===== config.mk =====
export PLATFORM = sky130hd
export DESIGN_NAME = pktbuf_hs
export DESIGN_NICKNAME = d
export VERILOG_FILES = /design/src/rtl/pbh_pkg.sv /design/src/rtl/pbh_buf_ram.sv /design/src/rtl/pbh_rx_side.sv /design/src/rtl/pbh_tx_side.sv /design/src/rtl/pktbuf_hs.sv
export SDC_FILE = /design/constraint.sdc
export NUM_CORES = 2
export LEC_CHECK = 0
export ABC_AREA = 1
export ABC_CLOCK_PERIOD_IN_PS = 6600
export BUFFER_PORTS_ARGS = -buffer_cell sky130_fd_sc_hd__buf_2
export CAP_MARGIN = 10
export CORE_MARGIN = 5
export CORE_UTILIZATION = 30
export CTS_CLUSTER_DIAMETER = 60
export DETAILED_ROUTE_END_ITERATION = 8
export SLEW_MARGIN = 20
export SYNTH_ARGS = -nofsm -noshare
export SYNTH_HDL_FRONTEND = slang
export SYNTH_SLANG_ARGS = --single-unit

===== constraint.sdc =====
create_clock -name clk -period 6.6 [get_ports clk]
set_clock_uncertainty 0.15 [all_clocks]
set_input_delay 1.98 -clock clk [delete_from_list [all_inputs] [get_ports clk]]
set_output_delay 1.98 -clock clk [all_outputs]
set_load 0.1 [all_outputs]

===== src/rtl/pbh_pkg.sv =====
package pbh_pkg;

  typedef enum logic [1:0] {
    SIDE_IDLE = 2'd0,
    SIDE_BUSY = 2'd1,
    SIDE_DONE = 2'd2,
    SIDE_ERR  = 2'd3
  } side_state_e;

  typedef enum logic [1:0] {
    PH_FETCH = 2'd0,
    PH_LOAD  = 2'd1,
    PH_HOLD  = 2'd2
  } tx_phase_e;

  // control word bit positions (software-visible)
  localparam int unsigned CTL_RX_CLR = 0;
  localparam int unsigned CTL_RX_GO  = 1;
  localparam int unsigned CTL_TX_CLR = 2;
  localparam int unsigned CTL_TX_GO  = 3;

  // status word bit positions (software-visible)
  localparam int unsigned ST_RX_DONE = 0;
  localparam int unsigned ST_RX_ERR  = 1;
  localparam int unsigned ST_RX_IDLE = 2;
  localparam int unsigned ST_TX_DONE = 4;
  localparam int unsigned ST_TX_ERR  = 5;
  localparam int unsigned ST_TX_IDLE = 6;

  localparam int unsigned LEN_W   = 16;
  localparam int unsigned LEN_LSB = 16;

endpackage


===== src/rtl/pbh_buf_ram.sv =====
module pbh_buf_ram #(
  parameter int DW    = 32,
  parameter int DEPTH = 64,
  localparam int AW   = $clog2(DEPTH)
) (
  input  logic          clk,
  input  logic          we,
  input  logic [AW-1:0] addr,
  input  logic [DW-1:0] wdata,
  output logic [DW-1:0] rdata
);

  logic [DW-1:0] mem [DEPTH];

  // single port, registered read: maps onto one block RAM port
  always_ff @(posedge clk) begin
    if (we) mem[addr] <= wdata;
    rdata <= mem[addr];
  end

endmodule


===== src/rtl/pbh_rx_side.sv =====
module pbh_rx_side
  import pbh_pkg::*;
#(
  parameter int DW    = 32,
  parameter int DEPTH = 64,
  localparam int AW   = $clog2(DEPTH),
  localparam int CW   = $clog2(DEPTH + 1)
) (
  input  logic          clk,
  input  logic          rst,
  input  logic          clr_i,
  input  logic          go_i,
  input  logic          in_valid,
  input  logic [DW-1:0] in_data,
  input  logic          in_last,
  output logic          in_ready,
  output logic          wr_en,
  output logic [AW-1:0] wr_addr,
  output logic [DW-1:0] wr_data,
  output side_state_e   state_o,
  output logic [CW-1:0] len_o
);

  localparam logic [CW-1:0] FULL = CW'(DEPTH);

  side_state_e   state;
  logic [CW-1:0] cnt;
  logic          beat;
  logic          full;

  assign in_ready = (state == SIDE_BUSY);
  assign beat     = in_valid && in_ready;
  assign full     = (cnt == FULL);
  assign wr_en    = beat && !full;
  assign wr_addr  = cnt[AW-1:0];
  assign wr_data  = in_data;
  assign state_o  = state;

  always_ff @(posedge clk) begin
    if (rst) begin
      state <= SIDE_BUSY;          // armed out of reset
      cnt   <= '0;
      len_o <= '0;
    end else begin
      unique case (state)
        SIDE_IDLE: if (go_i) begin
          state <= SIDE_BUSY;
          cnt   <= '0;
          len_o <= '0;
        end
        SIDE_BUSY: begin
          if (clr_i) begin
            state <= SIDE_IDLE;
          end else if (beat) begin
            if (full) begin
              state <= SIDE_ERR;
              len_o <= '0;
            end else if (in_last) begin
              state <= SIDE_DONE;
              len_o <= cnt + 1'b1;
            end else begin
              cnt <= cnt + 1'b1;
            end
          end
        end
        SIDE_DONE, SIDE_ERR: if (clr_i) begin
          state <= SIDE_IDLE;
          cnt   <= '0;
          len_o <= '0;
        end
        default: state <= SIDE_IDLE;
      endcase
    end
  end

  p_cnt_bound_r4: assert property (@(posedge clk) disable iff (rst)
    cnt <= FULL);

  p_done_hold_r5: assert property (@(posedge clk) disable iff (rst)
    (state == SIDE_DONE && !clr_i) |=> (state == SIDE_DONE && $stable(len_o)));

  p_err_blocks_r4: assert property (@(posedge clk) disable iff (rst)
    (state == SIDE_ERR) |-> !wr_en);

endmodule


===== src/rtl/pbh_tx_side.sv =====
module pbh_tx_side
  import pbh_pkg::*;
#(
  parameter int DW    = 32,
  parameter int DEPTH = 64,
  parameter int LW    = 16,
  localparam int AW   = $clog2(DEPTH),
  localparam int CW   = $clog2(DEPTH + 1)
) (
  input  logic          clk,
  input  logic          rst,
  input  logic          clr_i,
  input  logic          go_i,
  input  logic [LW-1:0] go_len_i,
  output logic          rd_req,
  input  logic          rd_gnt,
  output logic [AW-1:0] rd_addr,
  input  logic [DW-1:0] rd_data,
  output logic          out_valid,
  output logic [DW-1:0] out_data,
  output logic          out_last,
  input  logic          out_ready,
  output side_state_e   state_o
);

  side_state_e   state;
  tx_phase_e     phase;
  logic [CW-1:0] idx;
  logic [CW-1:0] total;
  logic          bad_len;

  assign bad_len = (go_len_i == '0) || (go_len_i > LW'(DEPTH));
  assign rd_req  = (state == SIDE_BUSY) && (phase == PH_FETCH);
  assign rd_addr = idx[AW-1:0];
  assign state_o = state;

  always_ff @(posedge clk) begin
    if (rst) begin
      state     <= SIDE_IDLE;
      phase     <= PH_FETCH;
      idx       <= '0;
      total     <= '0;
      out_valid <= 1'b0;
      out_last  <= 1'b0;
      out_data  <= '0;
    end else begin
      unique case (state)
        SIDE_IDLE: if (go_i) begin
          phase <= PH_FETCH;
          idx   <= '0;
          if (bad_len) begin
            state <= SIDE_ERR;
            total <= '0;
          end else begin
            state <= SIDE_BUSY;
            total <= go_len_i[CW-1:0];
          end
        end
        SIDE_BUSY: begin
          if (clr_i) begin
            state     <= SIDE_IDLE;
            phase     <= PH_FETCH;
            out_valid <= 1'b0;
            out_last  <= 1'b0;
          end else begin
            unique case (phase)
              PH_FETCH: if (rd_gnt) phase <= PH_LOAD;
              PH_LOAD: begin
                out_data  <= rd_data;
                out_valid <= 1'b1;
                out_last  <= (idx == total - 1'b1);
                phase     <= PH_HOLD;
              end
              PH_HOLD: if (out_ready) begin
                out_valid <= 1'b0;
                out_last  <= 1'b0;
                phase     <= PH_FETCH;
                if (out_last) state <= SIDE_DONE;
                else          idx   <= idx + 1'b1;
              end
              default: phase <= PH_FETCH;
            endcase
          end
        end
        SIDE_DONE, SIDE_ERR: if (clr_i) state <= SIDE_IDLE;
        default: state <= SIDE_IDLE;
      endcase
    end
  end

  p_hold_stable_r10: assert property (@(posedge clk) disable iff (rst)
    (out_valid && !out_ready && !clr_i) |=>
      (out_valid && $stable(out_data) && $stable(out_last)));

  p_start_ignored_r6: assert property (@(posedge clk) disable iff (rst)
    (state != SIDE_IDLE && go_i && !clr_i) |=> $stable(total));

  p_valid_only_busy_r7: assert property (@(posedge clk) disable iff (rst)
    out_valid |-> (state == SIDE_BUSY));

  p_err_silent_r8: assert property (@(posedge clk) disable iff (rst)
    (state == SIDE_ERR) |-> (!out_valid && !rd_req));

endmodule


===== src/rtl/pktbuf_hs.sv =====
module pktbuf_hs
  import pbh_pkg::*;
#(
  parameter int DW    = 32,
  parameter int DEPTH = 64,
  localparam int AW   = $clog2(DEPTH),
  localparam int CW   = $clog2(DEPTH + 1)
) (
  input  logic          clk,
  input  logic          rst,
  input  logic          ctrl_wr,
  input  logic [31:0]   ctrl_wdata,
  output logic [31:0]   status_q,
  input  logic          cpu_buf_req,
  input  logic          cpu_buf_we,
  input  logic [AW-1:0] cpu_buf_addr,
  input  logic [DW-1:0] cpu_buf_wdata,
  output logic          cpu_buf_gnt,
  output logic [DW-1:0] cpu_buf_rdata,
  input  logic          in_valid,
  input  logic [DW-1:0] in_data,
  input  logic          in_last,
  output logic          in_ready,
  output logic          out_valid,
  output logic [DW-1:0] out_data,
  output logic          out_last,
  input  logic          out_ready
);

  // control decode
  logic            rx_clr, rx_go, tx_clr, tx_go;
  logic [LEN_W-1:0] tx_len;
  logic [11:0]     ctrl_unused;

  assign rx_clr      = ctrl_wr && ctrl_wdata[CTL_RX_CLR];
  assign rx_go       = ctrl_wr && ctrl_wdata[CTL_RX_GO];
  assign tx_clr      = ctrl_wr && ctrl_wdata[CTL_TX_CLR];
  assign tx_go       = ctrl_wr && ctrl_wdata[CTL_TX_GO];
  assign tx_len      = ctrl_wdata[LEN_LSB +: LEN_W];
  assign ctrl_unused = ctrl_wdata[15:4];

  // side instances
  side_state_e   rx_state, tx_state;
  logic [CW-1:0] rx_len;
  logic          rx_wr;
  logic [AW-1:0] rx_addr;
  logic [DW-1:0] rx_data;
  logic          tx_req, tx_gnt;
  logic [AW-1:0] tx_addr;
  logic [DW-1:0] ram_rdata;

  pbh_rx_side #(.DW(DW), .DEPTH(DEPTH)) u_rx (
    .clk      (clk),
    .rst      (rst),
    .clr_i    (rx_clr),
    .go_i     (rx_go),
    .in_valid (in_valid),
    .in_data  (in_data),
    .in_last  (in_last),
    .in_ready (in_ready),
    .wr_en    (rx_wr),
    .wr_addr  (rx_addr),
    .wr_data  (rx_data),
    .state_o  (rx_state),
    .len_o    (rx_len)
  );

  pbh_tx_side #(.DW(DW), .DEPTH(DEPTH), .LW(LEN_W)) u_tx (
    .clk       (clk),
    .rst       (rst),
    .clr_i     (tx_clr),
    .go_i      (tx_go),
    .go_len_i  (tx_len),
    .rd_req    (tx_req),
    .rd_gnt    (tx_gnt),
    .rd_addr   (tx_addr),
    .rd_data   (ram_rdata),
    .out_valid (out_valid),
    .out_data  (out_data),
    .out_last  (out_last),
    .out_ready (out_ready),
    .state_o   (tx_state)
  );

  // one RAM port, fixed priority: receive beat, transmit fetch, processor
  logic          ram_we;
  logic [AW-1:0] ram_addr;
  logic [DW-1:0] ram_wdata;
  logic          rx_beat;

  assign rx_beat = in_valid && in_ready;

  always_comb begin
    tx_gnt      = 1'b0;
    cpu_buf_gnt = 1'b0;
    ram_we      = 1'b0;
    ram_addr    = cpu_buf_addr;
    ram_wdata   = cpu_buf_wdata;
    if (rx_beat) begin
      ram_we    = rx_wr;
      ram_addr  = rx_addr;
      ram_wdata = rx_data;
    end else if (tx_req) begin
      tx_gnt    = 1'b1;
      ram_addr  = tx_addr;
    end else if (cpu_buf_req) begin
      cpu_buf_gnt = 1'b1;
      ram_we      = cpu_buf_we;
    end
  end

  pbh_buf_ram #(.DW(DW), .DEPTH(DEPTH)) u_ram (
    .clk   (clk),
    .we    (ram_we),
    .addr  (ram_addr),
    .wdata (ram_wdata),
    .rdata (ram_rdata)
  );

  assign cpu_buf_rdata = ram_rdata;

  // registered status word
  always_ff @(posedge clk) begin
    if (rst) begin
      status_q             <= '0;
      status_q[ST_TX_IDLE] <= 1'b1;
    end else begin
      status_q                      <= '0;
      status_q[ST_RX_DONE]          <= (rx_state == SIDE_DONE);
      status_q[ST_RX_ERR]           <= (rx_state == SIDE_ERR);
      status_q[ST_RX_IDLE]          <= (rx_state == SIDE_IDLE);
      status_q[ST_TX_DONE]          <= (tx_state == SIDE_DONE);
      status_q[ST_TX_ERR]           <= (tx_state == SIDE_ERR);
      status_q[ST_TX_IDLE]          <= (tx_state == SIDE_IDLE);
      status_q[LEN_LSB +: LEN_W]    <= (rx_state == SIDE_DONE) ?
                                       {{(LEN_W-CW){1'b0}}, rx_len} : '0;
    end
  end

  p_one_owner_r9: assert property (@(posedge clk) disable iff (rst)
    $onehot0({rx_beat, tx_gnt, cpu_buf_gnt}));

  p_cpu_yields_r9: assert property (@(posedge clk) disable iff (rst)
    (rx_beat || tx_req) |-> !cpu_buf_gnt);

  p_len_zero_r3: assert property (@(posedge clk) disable iff (rst)
    !status_q[ST_RX_DONE] |-> (status_q[LEN_LSB +: LEN_W] == '0));

  p_rx_flags_excl_r5: assert property (@(posedge clk) disable iff (rst)
    $countones(status_q[2:0]) <= 1);

  p_tx_flags_excl_r5: assert property (@(posedge clk) disable iff (rst)
    $countones(status_q[6:4]) <= 1);

endmodule


Word-level counts from Yosys, hierarchy flattened
Memory sizes are Yosys's and may differ from the RTL's. A register that Yosys moved wholly into a read port is not among the register bits.
Cells that the tools add are included.

cells by class
  add/sub/neg operators = 3
  $lt $le $gt $ge = 1
  eq/ne operators = 31
  multiplexer cells = 58
  bitwise gates (word level) = 2
  reductions and logical operators = 27

operators with widths
  cell                   count
  $mux W7                16
  $pmux W7 S3            2
  $mux W2                17
  $mux W32               1
  $ne A2 B2 Y1 const B   12
  $pmux W2 S3            3
  $gt A16 B7 Y1 const B  1
  $logic_not A16 Y1      1
  $ne A3 B3 Y1 const B   5
  $add A7 B1 Y7 const B  2
  $pmux W7 S2            1
  $mux W1                13
  $mux W6                2
  $ne A4 B4 Y1 const B   3
  $reduce_and A6 Y1      2
  $eq A2 B2 Y1 const B   5
  $reduce_and A5 Y1      2
  $reduce_and A4 Y1      2
  $eq A7 B7 Y1           1
  $eq A7 B7 Y1 const B   1
  $logic_and A1 B1 Y1    7
  $sub A7 B1 Y7 const B  1
  $eq A2 B1 Y1 const B   3
  $logic_not A2 Y1       3
  other kinds (11)       16

storage, ports and cells
  bits in registers = 100
  memory bits (writable) = 2048
  input bits = 110
  logic and storage cells = 136
  memories = 1

memories
  name       words  bits a word  rd ports  clocked after memory_dff  wr ports  RTL line           text
  u_ram.mem  64     32           1         1                         1         pbh_buf_ram.sv:13  logic [DW-1:0] mem [DEPTH];

Logic depth before layout (Yosys ltp)
  depth in word-level cells = 8
  depth in mapped cells = 20
  mapped depth without buffers = 17

By module
Synthesis repeated with hierarchy kept, for this count alone.

second synthesis, totals
  cells, all modules = 9230
  area, all modules = 91516.5 sq um

by module, submodules not included
  module       instances  cells an instance  area each (sq um)  seq. area each (sq um)
  pbh_buf_ram  1          8443               86484.2            62139.6
  pbh_tx_side  1          379                2592.5             1041.0
  pbh_rx_side  1          183                1257.5             320.3
  pktbuf_hs    1          225                1182.4             260.2

Worst setup path before layout
No wires, ideal clock.

  path kind = in2reg
  from = input in_valid
  to = memory u_ram.mem[61][0] (enable)
  setup time = 0.502 ns
  arrival time = 7.311 ns
  data required time = 5.948 ns
  path slack = -1.362 ns
  stages = 8
  buffers on the path = 1
  cell sequence = nand2_2 -> buf_2 -> nand2_1 -> nor2_1 -> nand2_1 -> o21ai_1 -> nand2_2 -> nor4_1

between the ends
  longest elaborated chain between the ends = 5

RTL lines
  what                           RTL line                            text
  start: declaration             pktbuf_hs.sv:20                     input logic in_valid,
  $logic_and A1 B1 Y1 (*)        pbh_rx_side.sv:32, pktbuf_hs.sv:91
  $logic_and A1 B1 Y1            pbh_rx_side.sv:34                   assign wr_en = beat && !full;
  $mux W1                        pktbuf_hs.sv:99                     if (rx_beat) begin
  $mux W1                        pbh_buf_ram.sv:17                   if (we) mem[addr] <= wdata;
  $mux W1 (not written as such)  pbh_buf_ram.sv:17
  end: declaration               pbh_buf_ram.sv:13

Mark *: on every way between the ends. The rest lies on a longest branch, timed or not.

Worst setup path in the final report
  from = input in_valid
  to = output cpu_buf_gnt

between the ends
  longest elaborated chain between the ends = 2

RTL lines
  what                 RTL line         text
  $logic_and A1 B1 Y1  pktbuf_hs.sv:91  assign rx_beat = in_valid && in_ready;
  $mux W1              pktbuf_hs.sv:99
  end: declaration     pktbuf_hs.sv:18  output logic cpu_buf_gnt,

Every way passes these cells.

==> results.toml <==
[run_status]
status = "finished clean"

[layout]
nFillCells = 30408
finish.instance_area_sq_um = 106000
multiInputGateArea_sq_um = 26400
final_nets = 9376
drive_gt1_share_pct = 8.86
regArea_sq_um = 63800
area_delta_synth_final_pct = 14.5
final_cell_count_no_fill = 13539

[min_path]
hold_path.class = "reg -> reg"
min_path_cells = 2

[place]
dpl_cell_area_sq_um = 99100
dp_hpwl_um = 154000
place_inst = 13144
pre_cts_ws_ps = 914
place_congestion = 0.824
port_buffers = 178

[setup_path]
worst_path_max_delay_cell = "buf_2"
worstSetupStartpoint = "in_valid"
worst-path-stages = 5
rrSetupSlack_ps = 2060
endpoint_kind = "output port"
crit_path_max_fanout = 15
r2r-end = "u_ram.rdata[30]$_DFF_P_"
path_buf_inv = 2
crit_type = "in -> out"
cp_cell_sequence = "buf_2, nand2_2, nand2_1, nor2_1, buf_2"
crit_arrival_ps = 3080
path_common_cell = "buf_2"
startpoint_type = "input pin"
crit_end = "cpu_buf_gnt"
cp.required_ps = 4470
reg2reg_from = "u_rx.state_o[0]$_SDFFE_PP1P_"
crit_family = "buffers and inverters"
max_stage_delay_ps = 450
rr_worst_depth = 20

[global_route]
grt_max_degree = 173
antenna_found_initial = 16
grt_pass1_vias = 59262
grt_usage_pct = 16.7
grt_pass1_wl_um = 401000
gr-total-overflow = 0

[yosys]
netlist.area_leader.share_pct = 66.6
syn-cell-area_sq_um = 92300
synth_edf_count = 2048
syn-instance-count = 9179
syn_area_per_cell_sq_um = 10.1
ys_warn_count = 0
synthTopCellsByArea = "edfxtp_1 67%, nand2_1 20%, nand3_1 5.5%"
synth_area_leader_cell = "edfxtp_1"
synthDistinctLibCells = 36
ys.flop_type = "edfxtp_1"
synthArstFlopShare_pct = 0
yosys_register_bits = 2161
seq_area_frac_synth_pct = 69.1

[floorplanning]
num_io_pins = 210
initial_core_util_pct = 30.2
core_area_sq_um = 306000
rows = 203
die_h_um = 565
die_w_um = 565
die_area_sq_um = 319000

[sta]
worst_pin_slew_ps = 1150
min_period_ps = 5210
slew-limit-headroom_pct = 23.3
setup_viol = 0
fmax_ghz = 0.192
finalMaxSlewViolations = 0
rsz0062_at_grt = "no"
period_share_pct = 78.9
hold_violations = 0
setup_ws_ps = 1390

[cts]
clk_pin_slew_ps = 60
cts_hold_buf = 0
clk_latency_ps = 850
cts_resized = 0
cts_buffer_depth = 3
postCtsSetupBuffers = 0
htree_num_levels = 4
numCtsBuffers = 216
cts_tree = "yes"
root_buffer = "clkbuf_16"
cts.sinks = 2161

[detailed_routing]
wire_per_inst_um = 20.4
dr_total_vias = 65131
highest_layer = "met5"
routed_wl_um = 276000
drc = 0
wl_met3_um = 23500
dr.first_iter.drc_count = 7364
vias_per_cell = 4.81
wl_met1_um = 119000
first_pass_iters = 6
met2_wirelength_um = 124000
ant_nets = 0

[power]
vdd_drop_max_v = 0.000511
cellLeakagePower_uw = 0.0430
power_density_nw_per_um2 = 481

[run]
maxCapViolCount = 0
## routing by layer
metal  global-route usage (%)  up-vias
li1                         -    30604
met1                     23.8    31394
met2                     25.9     2723
met3                     2.40      408
met4                     6.01        2
met5                        0        -
## synthesized netlist by cell type, types with 3 or more instances
cell / number
a211oi_1: 4
a21oi_1: 35
buf_1: 60
buf_2: 249
buf_4: 37
buf_6: 3
clkbuf_1: 219
dfxtp_1: 113
edfxtp_1: 2048
ha_1: 4
inv_1: 78
inv_2: 13
nand2_1: 4929
nand2_4: 3
nand3_1: 1022
nand3b_1: 5
nand4_1: 4
nor2_1: 228
nor2_2: 3
nor3_1: 15
nor3_2: 9
nor4_1: 5
o211ai_1: 5
o21ai_0: 58
o21ai_1: 5
o21ai_2: 3
or2_2: 4
xnor2_1: 4
xor2_1: 5
## cells by family after synthesis
logic type,Yosys count,synth area share [%]
xor+xnor,9,0.0854
compound gates,113,0.656
fa+ha+maj,4,0.0542
other cells,1,0.00406
simple gates,6230,26.9
flops,2161,69.1
buf+inv,661,3.20
## report_power, final
| group | total [uW] | switching, uW | internal [uW] |
|---|---|---|---|
| Clock | 11700 | 5160 | 6520 |
| Combinational | 21900 | 16900 | 5000 |
| Sequential | 17200 | 233 | 17000 |
## state kept, by name (all words and copies together), names as in the netlist
signal and flops:
u_ram.mem 2048, u_ram.rdata 32, u_tx.out_data 32, status_q 13
u_rx.cnt 7, u_rx.len_o 7, u_tx.idx 7, u_tx.total 7
u_rx.state_o 2, u_tx.phase 2, u_tx.state_o 2, u_tx.out_last 1
u_tx.out_valid 1
## stage by stage
stage / utilization (%) / setup TNS (ps) / hold slack (ps) / power (uW)
2_1_floorplan: - / -32980 / 258 / 31200
3_3_place_gp: 32.4 / 0 / 268 / 39200
3_5_place_dp: 32.4 / 0 / 268 / 39200
4_1_cts: 34.5 / 0 / 277 / 50800
5_1_grt: 34.5 / 0 / 299 / 53500
6_report: 34.5 / 0 / 280 / 50800
## final cells by class
class / count / area share, %
diodes: 7 / 0.0166
flip-flops and latches: 2161 / 60.3
inverters: 93 / 0.330
multi-input cells: 6375 / 24.9
repair buffers: 415 / 3.29
well taps: 4100 / 4.86
clock inverters: 101 / 0.810
clock buffers: 287 / 5.41
## worst register-to-register path, delay by kind of cell, from the launching register on
kind	cells	cell delay (ps)
DFF	1	380
and+or+nand+nor	14	2370
buffers and inverters	6	1520
## how the worst min path moves through the flow
stage / startpoint / endpoint / slack [ps]
after detailed placement: u_rx.len_o[5]$_SDFFE_PP0P_ / status_q[21]$_SDFF_PP0_ / 270
after CTS: u_rx.len_o[5]$_SDFFE_PP0P_ / status_q[21]$_SDFF_PP0_ / 280
after global placement: u_rx.len_o[5]$_SDFFE_PP0P_ / status_q[21]$_SDFF_PP0_ / 270
final: u_rx.len_o[5]$_SDFFE_PP0P_ / status_q[21]$_SDFF_PP0_ / 280
after global routing: u_rx.len_o[4]$_SDFFE_PP0P_ / status_q[20]$_SDFF_PP0_ / 300
after floorplan: u_rx.len_o[0]$_SDFFE_PP0P_ / status_q[16]$_SDFF_PP0_ / 260
## cells in the final DEF, fill, tap and decap left out, types with 7 or more instances in the layout
master / netlist / final
clkinv_1: 2 / 41
nor2_4: 0 / 60
o21ai_0: 58 / 58
clkbuf_16: 0 / 217
buf_4: 37 / 173
inv_1: 78 / 78
bufinv_16: 0 / 12
edfxtp_1: 2048 / 2048
nor3_1: 15 / 13
clkbuf_1: 219 / 68
dfxtp_1: 113 / 113
diode_2: 0 / 7
nand3_1: 1022 / 1021
nand2_4: 3 / 10
buf_12: 0 / 64
buf_2: 249 / 178
clkinv_2: 0 / 31
nor3_4: 0 / 8
nand2_1: 4929 / 4893
conb_1: 1 / 19
a21oi_1: 35 / 35
inv_2: 13 / 13
nand2_2: 2 / 29
nor2_1: 228 / 167
Power figures use the tool's default switching activity.
